--- src/rtl/hpc_pkg.sv ---
package hpc_pkg;

    localparam int REG_W      = 8;
    localparam int MODE_W     = 4;
    localparam int NUM_PERIPH = 3;
    localparam int PAD_W      = REG_W - MODE_W;

    localparam int IDX_CT0  = 0;
    localparam int IDX_CT1  = 1;
    localparam int IDX_UART = 2;

    // Field order follows the register bit positions 3..0.
    typedef struct packed {
        logic cpu_keep;   // 0 arms core halt
        logic uart_keep;
        logic ct1_keep;
        logic ct0_keep;
    } mode_t;

    localparam mode_t MODE_RESET = mode_t'(4'hF);

    typedef enum logic {
        ST_RUN  = 1'b0,
        ST_HALT = 1'b1
    } hstate_t;

    // Keep-alive bit that governs peripheral idx during halt.
    function automatic logic keep_bit(mode_t m, int idx, logic cascade);
        logic k;
        case (idx)
            IDX_CT0:  k = cascade ? m.ct1_keep : m.ct0_keep;
            IDX_CT1:  k = m.ct1_keep;
            IDX_UART: k = m.uart_keep;
            default:  k = 1'b1;
        endcase
        return k;
    endfunction

endpackage

--- src/rtl/hpc_mode_reg.sv ---
module hpc_mode_reg
    import hpc_pkg::*;
(
    input  logic             clk,
    input  logic             rst,
    input  logic             we,
    input  logic [REG_W-1:0] wdata,
    output mode_t            mode,
    output logic [REG_W-1:0] rdata
);
    logic unused_wdata_hi;
    assign unused_wdata_hi = ^wdata[REG_W-1:MODE_W];

    always_ff @(posedge clk) begin
        if (rst) begin
            mode <= MODE_RESET;
        end else if (we) begin
            mode <= mode_t'(wdata[MODE_W-1:0]);
        end
    end

    assign rdata = {{PAD_W{1'b0}}, mode};
endmodule

--- src/rtl/hpc_halt_fsm.sv ---
module hpc_halt_fsm
    import hpc_pkg::*;
(
    input  logic clk,
    input  logic rst,
    input  logic wfi,
    input  logic armed,
    input  logic wake,
    output logic halted
);
    hstate_t state, state_nx;

    always_comb begin
        state_nx = state;
        case (state)
            ST_RUN:  if (wfi && armed && !wake) state_nx = ST_HALT;
            ST_HALT: if (wake)                  state_nx = ST_RUN;
            default:                            state_nx = ST_RUN;
        endcase
    end

    always_ff @(posedge clk) begin
        if (rst) state <= ST_RUN;
        else     state <= state_nx;
    end

    assign halted = (state == ST_HALT);
endmodule

--- src/rtl/hpc_periph_gate.sv ---
module hpc_periph_gate (
    input  logic halted,
    input  logic keep,
    input  logic irq_raw,
    output logic run,
    output logic irq_out
);
    assign run     = !halted || keep;
    assign irq_out = irq_raw && run;
endmodule

--- src/rtl/halt_power_ctrl.sv ---
module halt_power_ctrl
    import hpc_pkg::*;
(
    input  logic       clk,
    input  logic       rst,
    input  logic       cfg_we,
    input  logic [7:0] cfg_wdata,
    output logic [7:0] cfg_rdata,
    input  logic       wfi_strobe,
    input  logic       cascade_en,
    input  logic       wake_ext,
    input  logic       uart_irq_raw,
    input  logic       ct0_irq_raw,
    input  logic       ct1_irq_raw,
    output logic       cpu_clk_en,
    output logic       addr_strobe_en,
    output logic       uart_run,
    output logic       ct0_run,
    output logic       ct1_run,
    output logic       uart_irq_out,
    output logic       ct0_irq_out,
    output logic       ct1_irq_out
);
    mode_t                 mode;
    logic                  halted;
    logic                  wake;
    logic [NUM_PERIPH-1:0] irq_raw_v;
    logic [NUM_PERIPH-1:0] irq_gate_v;
    logic [NUM_PERIPH-1:0] run_v;

    hpc_mode_reg u_reg (
        .clk   (clk),
        .rst   (rst),
        .we    (cfg_we),
        .wdata (cfg_wdata),
        .mode  (mode),
        .rdata (cfg_rdata)
    );

    assign irq_raw_v[IDX_CT0]  = ct0_irq_raw;
    assign irq_raw_v[IDX_CT1]  = ct1_irq_raw;
    assign irq_raw_v[IDX_UART] = uart_irq_raw;

    for (genvar g = 0; g < NUM_PERIPH; g++) begin : g_periph
        hpc_periph_gate u_gate (
            .halted  (halted),
            .keep    (keep_bit(mode, g, cascade_en)),
            .irq_raw (irq_raw_v[g]),
            .run     (run_v[g]),
            .irq_out (irq_gate_v[g])
        );
    end

    // While running every gate is open, so any raw request also blocks entry.
    assign wake = wake_ext || (|irq_gate_v);

    hpc_halt_fsm u_fsm (
        .clk    (clk),
        .rst    (rst),
        .wfi    (wfi_strobe),
        .armed  (!mode.cpu_keep),
        .wake   (wake),
        .halted (halted)
    );

    assign cpu_clk_en     = !halted;
    assign addr_strobe_en = !halted;
    assign ct0_run        = run_v[IDX_CT0];
    assign ct1_run        = run_v[IDX_CT1];
    assign uart_run       = run_v[IDX_UART];
    assign ct0_irq_out    = irq_gate_v[IDX_CT0];
    assign ct1_irq_out    = irq_gate_v[IDX_CT1];
    assign uart_irq_out   = irq_gate_v[IDX_UART];
endmodule

--- config.mk ---
export PLATFORM = sky130hd
export DESIGN_NAME = halt_power_ctrl
export DESIGN_NICKNAME = d
export VERILOG_FILES = /design/src/rtl/hpc_pkg.sv /design/src/rtl/hpc_mode_reg.sv /design/src/rtl/hpc_halt_fsm.sv /design/src/rtl/hpc_periph_gate.sv /design/src/rtl/halt_power_ctrl.sv
export SDC_FILE = /design/constraint.sdc
export NUM_CORES = 1
export LEC_CHECK = 0
export BUFFER_PORTS_ARGS = -buffer_cell sky130_fd_sc_hd__buf_2
export CORE_AREA = 2 2 39 41
export DETAILED_ROUTE_END_ITERATION = 6
export DIE_AREA = 0 0 41 43
export GPL_TIMING_DRIVEN = 0
export HOLD_SLACK_MARGIN = 0.1
export PLACE_DENSITY = 0.73
export SLEW_MARGIN = 25
export SYNTH_ARGS = -nofsm -noshare
export SYNTH_HDL_FRONTEND = slang
export SYNTH_HIERARCHICAL = 1
export SYNTH_SLANG_ARGS = --single-unit
export TNS_END_PERCENT = 50
--- constraint.sdc ---
create_clock -name clk -period 1.6 [get_ports clk]
set_input_delay 0.32 -clock clk [delete_from_list [all_inputs] [get_ports clk]]
set_output_delay 0.32 -clock clk [all_outputs]
set_load 0.005 [all_outputs]
==> results.tsv, run 1 <==
metric	value	unit
largest family of logic cells by synthesized area	simple AND/OR/NAND/NOR gates	
FF/Latch Area	103	um2
PortBufs	24	
clk buf depth	2	
beginning of the worst hold path	cfg_wdata[2]	
Critical Path Start	u_reg/mode[1]	
clock skew	0.000554	ns
Core Box Area	1380	um2
worst path arrival time	1.22	ns
crit-path cells	mux2_2 -> nand2b_4 -> and2_4 -> buf_2	
register bit total from synthesis	5	
Die H	43	um
CP max stage delay	0.32	ns
Post-Synth Adder-Cell Area	0	%
Placer Congestion	0.694	
n_diodes	0	
final-report setup violation count	0	
IO Count	33	
clock tree sinks	5	
power density cells	689	nW/um2
final WL	717	um
Clock Latency Late Sink	0.24	ns
# rows	14	
Design Area, Final	528	um2
nets	84	
Synth Instances	35	
syn_area_per_cell	9.83	um2
post-synthesis compound-gate area fraction	12.7	%
setup TNS	0	ns
Distinct cells, synth	12	
multiplexer share of the synthesized area	3.27	%
area delta synth->final	53.5	%
area of the multi-input gates	184	um2
initial antenna violation count	0	
hpwl dp	576	um
Hold-fix buffers, CTS	0	
kind of end point of the critical path	output port	
VDD IR max	279	uV
Startpoint Class	flip-flop	
Placement Cell Area	495	um2
first-pass GRT wire length	979	um
TritonCTS clock tree	done	
Vias	325	
Final Hold Fails	0	
register area share after synthesis	29.1	%
vias per cell	3.96	
width of the die	41	um
Clk pin slew, worst setup/hold paths	0.04	ns
P_leak	0.000274	uW
setup bufs post-CTS	0	
worst-path fanout max	4	
H-tree levels	1	
Post-Syn Area	344	um2
Antenna Nets Post-Route	0	
crit share post-route	96.1	%
grt ovf	0	
Worst Setup Path Type	reg2out	
Avg WL per Cell	8.74	um
largest net degree at the start of global routing	9	
Worst path slowest cell	dfxtp_2	
R2R Path Start	u_reg/mode[1]	
Finished Layout Cells	82	
DP Cell Count	78	
total track usage	8.55	%
status	finished clean	
Simple-Gate Fraction of Synth Area	32.0	%
dpl ws	-0.122	ns
share of post-route cells with drive strength above 1	72.7	%
total CTS buffers	3	
RSZ-0062 raised after global routing	no	
drc violations	0	
initial core utilization	24.9	%
DRT iter0 DRCs	4	
Max Slew Vio Count	0	
detailed-router iteration count before antenna repair	2	
CTS Root Cell	clkbuf_4	
Max Freq	651	MHz
XOR/XNOR share of the synthesized area	0	%
filler cell count	163	
die area	1760	um2
yosys warns	6	
final worst setup slack	0.0630	ns
hold crit path type	in2reg	
total of max-cap violations	0	
Crit path required time	1.28	ns
number of global-route vias before repair	261	
Final Critical Period	1.54	ns
==> registers in the layout, summed over array words and instances (netlist names) <==
signal	cells
u_fsm/halted	1
u_reg/mode	4
==> logic make-up after synthesis <==
group / Yosys count
flops: 5
buf+inv: 11
other cells: 1
mux: 1
simple gates: 12
compound gates: 5
==> routing by layer <==
layer	vias up	global-route usage [%]	part of all wire, %	wire (um)
met3	0	1.57	12	89
met5	-	0	0	0
met2	20	13.1	47	338
met4	0	8.00	0	0
met1	140	9.06	40	289
li1	165	-	-	-
==> cells in the mapped netlist, drive strengths merged <==
cell,count,area [um2]
buf,9,67.6
a211o,4,35.0
conb,1,3.75
a21oi,1,8.76
and2,3,26.3
nor3,1,10.0
dfxtp,5,100
mux2,1,11.3
or4,1,7.51
nand2b,3,41.3
nor2b,4,25.0
inv,2,7.51
==> final cells by class <==
class / count / area share, %
multi-input combinational: 22 / 34.8
timing repair buffer: 24 / 22.7
clock buffer: 4 / 4.98
tap: 16 / 3.79
buffer: 9 / 12.8
sequential: 5 / 19.4
inverter: 2 / 1.42
==> report_power, final <==
part           leakage, uW  internal (uW)  switching (uW)
logic             0.000218           52.7            25.9
clock network    0.0000150           94.3            52.3
registers        0.0000409            133            5.46
total             0.000274            280            83.6
==> what timing repair did <==
action | in CTS | in global routing
gates resized for setup | 0 | 3
hold endpoints to repair | 0 | 0
setup endpoints to repair | 0 | 2
==> placed cells by master, fill, tap and decap left out, drive strengths merged <==
cell type,netlist,routed
a211o,4,4
a21oi,1,1
and2,3,3
buf,9,33
clkbuf,0,4
conb,1,4
dfxtp,5,5
inv,2,2
mux2,1,1
nand2b,3,3
nor2b,4,4
nor3,1,1
or4,1,1
==> worst max-delay path, delay by kind of cell (launching register included) <==
family	cells	cell delay, ns
flops	1	0.32
buf+inv	1	0.12
mux	1	0.26
simple gates	2	0.28
==> final timing paths <==
path / endpoint / slack, ns / cells past startpoint
worst max-delay path: ct0_irq_out / 0.06 / 4
worst min-delay path: u_reg/mode[2] / 0.28 / 2
worst max register to register: u_fsm/halted / 0.14 / 5
worst min register to register: u_reg/mode[0] / 0.58 / 2
==> through the flow <==
step	util, %	total power, uW	hold slack, ns
floorplan	-	185	0.391
global placement	35.8	216	0.522
detailed placement	35.8	217	0.530
CTS	37.7	369	0.275
global route	38.2	387	0.285
finish	38.2	364	0.283
Power figures use the tool's default switching activity.
==> run 2, diff against run 1 <==
PLACE_DENSITY = 0.66   (was 0.73)
==> results.tsv, run 2 (synthesis gave the netlist of run 1 again) <==
metric	value	unit	change
first-pass GRT wire length	910	um	-7.0%
final worst setup slack	0.0618	ns	-0.00116 ns
Net Sw Power	78.0	uW	-6.7%
crit-path cells	mux2_2 -> nand2b_4 -> and2_4 -> buf_2		
total track usage	7.57	%	-0.98 points
Sequential Power Share	38.6	%	+0.5 points
RSZ-0062 raised after global routing	no		
number of global-route vias before repair	237		-9.2%
setup TNS	0	ns	unchanged
die area	1760	um2	unchanged
Final Core Density	38.2	%	unchanged
Avg WL per Cell	7.85	um	-10%
Logic pwr share	21.7	%	about the same
most frequent cells in the layout	buf_2 (24), buf_4 (9), nor2b_1 (4), a211o_1 (4), conb_1 (4)		
largest net degree at the start of global routing	9		unchanged
clock skew	0.00161	ns	+0.00106 ns
Max Slew Vio Count	0		unchanged
Reg with most FFs	u_reg/mode		
Core Box Area	1380	um2	unchanged
Crit path required time	1.28	ns	about the same
width of the die	41	um	unchanged
final-report setup violation count	0		unchanged
final WL	644	um	-10%
Startpoint Class	flip-flop		
Vias	318		-2.2%
P_int	279	uW	-0.25%
Clk pin slew, worst setup/hold paths	0.04	ns	about the same
PortBufs	24		unchanged
nets	84		unchanged
Die H	43	um	unchanged
worst-path fanout max	4		unchanged
H-tree levels	1		unchanged
clock power share	39.7	%	-0.6 points
TritonCTS clock tree	done		
drc violations	0		unchanged
share of post-route cells with drive strength above 1	72.7	%	unchanged
hold slack final	0.290	ns	+0.00704 ns
total of max-cap violations	0		unchanged
total CTS buffers	3		unchanged
hpwl dp	532	um	-7.7%
clk buf depth	2		unchanged
CTS Root Cell	clkbuf_4		
FF/Latch Area	103	um2	unchanged
# rows	14		unchanged
status	finished clean		
initial core utilization	24.9	%	unchanged
DRT iter0 DRCs	1		-3
Antenna Nets Post-Route	0		unchanged
vias per cell	3.88		-2.2%
Worst Setup Path Type	reg2out		
initial antenna violation count	0		unchanged
clock tree sinks	5		unchanged
Final Hold Fails	0		unchanged
area of the multi-input gates	184	um2	unchanged
worst path arrival time	1.22	ns	about the same
total power draw	357	uW	-1.7%
Placer Congestion	0.611		-12%
commonest non-fill, non-tap cell in the layout	buf_2		
IO Count	33		unchanged
setup bufs post-CTS	0		unchanged
VDD IR max	617	uV	+120%
n_diodes	0		unchanged
Max Freq	650	MHz	about the same
area delta synth->final	53.5	%	unchanged
Worst Reg-to-Reg Cells	5		unchanged
max FFs per register	4		unchanged
hold path depth	2		unchanged
Final Critical Period	1.54	ns	+0.00116 ns
sw frac	21.8	%	-1.2 points
P_leak	0.000275	uW	+0.28%
filler cell count	149		-8.6%
hold crit path type	in2reg		
detailed-router iteration count before antenna repair	4		+2
kind of end point of the critical path	output port		
crit share post-route	96.1	%	about the same
CP max stage delay	0.32	ns	about the same
grt ovf	0		unchanged
dpl ws	-0.101	ns	+0.0204 ns
power density cells	677	nW/um2	-1.7%
Clock Latency Late Sink	0.24	ns	about the same
Worst path slowest cell	dfxtp_2		
[run 2: final timing paths]
check,to,from,slack (ns)
hold / removal,u_reg/mode[0],cfg_wdata[0],0.29
setup / recovery,ct0_irq_out,u_reg/mode[1],0.06
hold reg to reg,u_reg/mode[1],u_reg/mode[1],0.59
setup reg to reg,u_fsm/halted,u_reg/mode[1],0.13
[run 2: power groups by stage]
stage	clock (uW)	sequential, uW	combinational [uW]
floorplan	0	138	47.0
detailed placement	0	140	76.5
global placement	0	140	75.8
finish	142	138	77.7
CTS	150	138	76.9
global route	160	139	85.7
[run 2: area by class of cell]
| cell class | instances | share of cell area (%) |
|---|---|---|
| Clock buffer | 4 | 4.98 |
| Buffer | 9 | 12.8 |
| Tap cell | 16 | 3.79 |
| Sequential cell | 5 | 19.4 |
| Inverter | 2 | 1.42 |
| Multi-Input combinational cell | 22 | 34.8 |
| Timing Repair Buffer | 24 | 22.7 |
[run 2: metal layers]
layer	up-vias	global-route usage, %	wire length (um)
met5	-	0	0
met4	0	0	0
met3	0	6.28	98
met2	22	11.3	271
met1	132	8.82	274
li1	164	-	-
[run 2: through the flow]
step,cells,cell area (um2)
CTS,82,522
global placement,78,495
finish,82,528
global route,82,528
detailed placement,78,495
floorplan,38,355
[run 2: repair_timing]
item	4_1_cts	5_1_grt
gates resized for setup	0	3
hold buffers	0	0
endpoints found under the setup margin	0	2
hold endpoints to repair	0	0
[run 2: worst max-delay path, delay by kind of cell (launching register included)]
| family | cells | cell delay, ns |
|---|---|---|
| DFF | 1 | 0.32 |
| and+or+nand+nor | 2 | 0.29 |
| muxes | 1 | 0.26 |
| buffers and inverters | 1 | 0.12 |
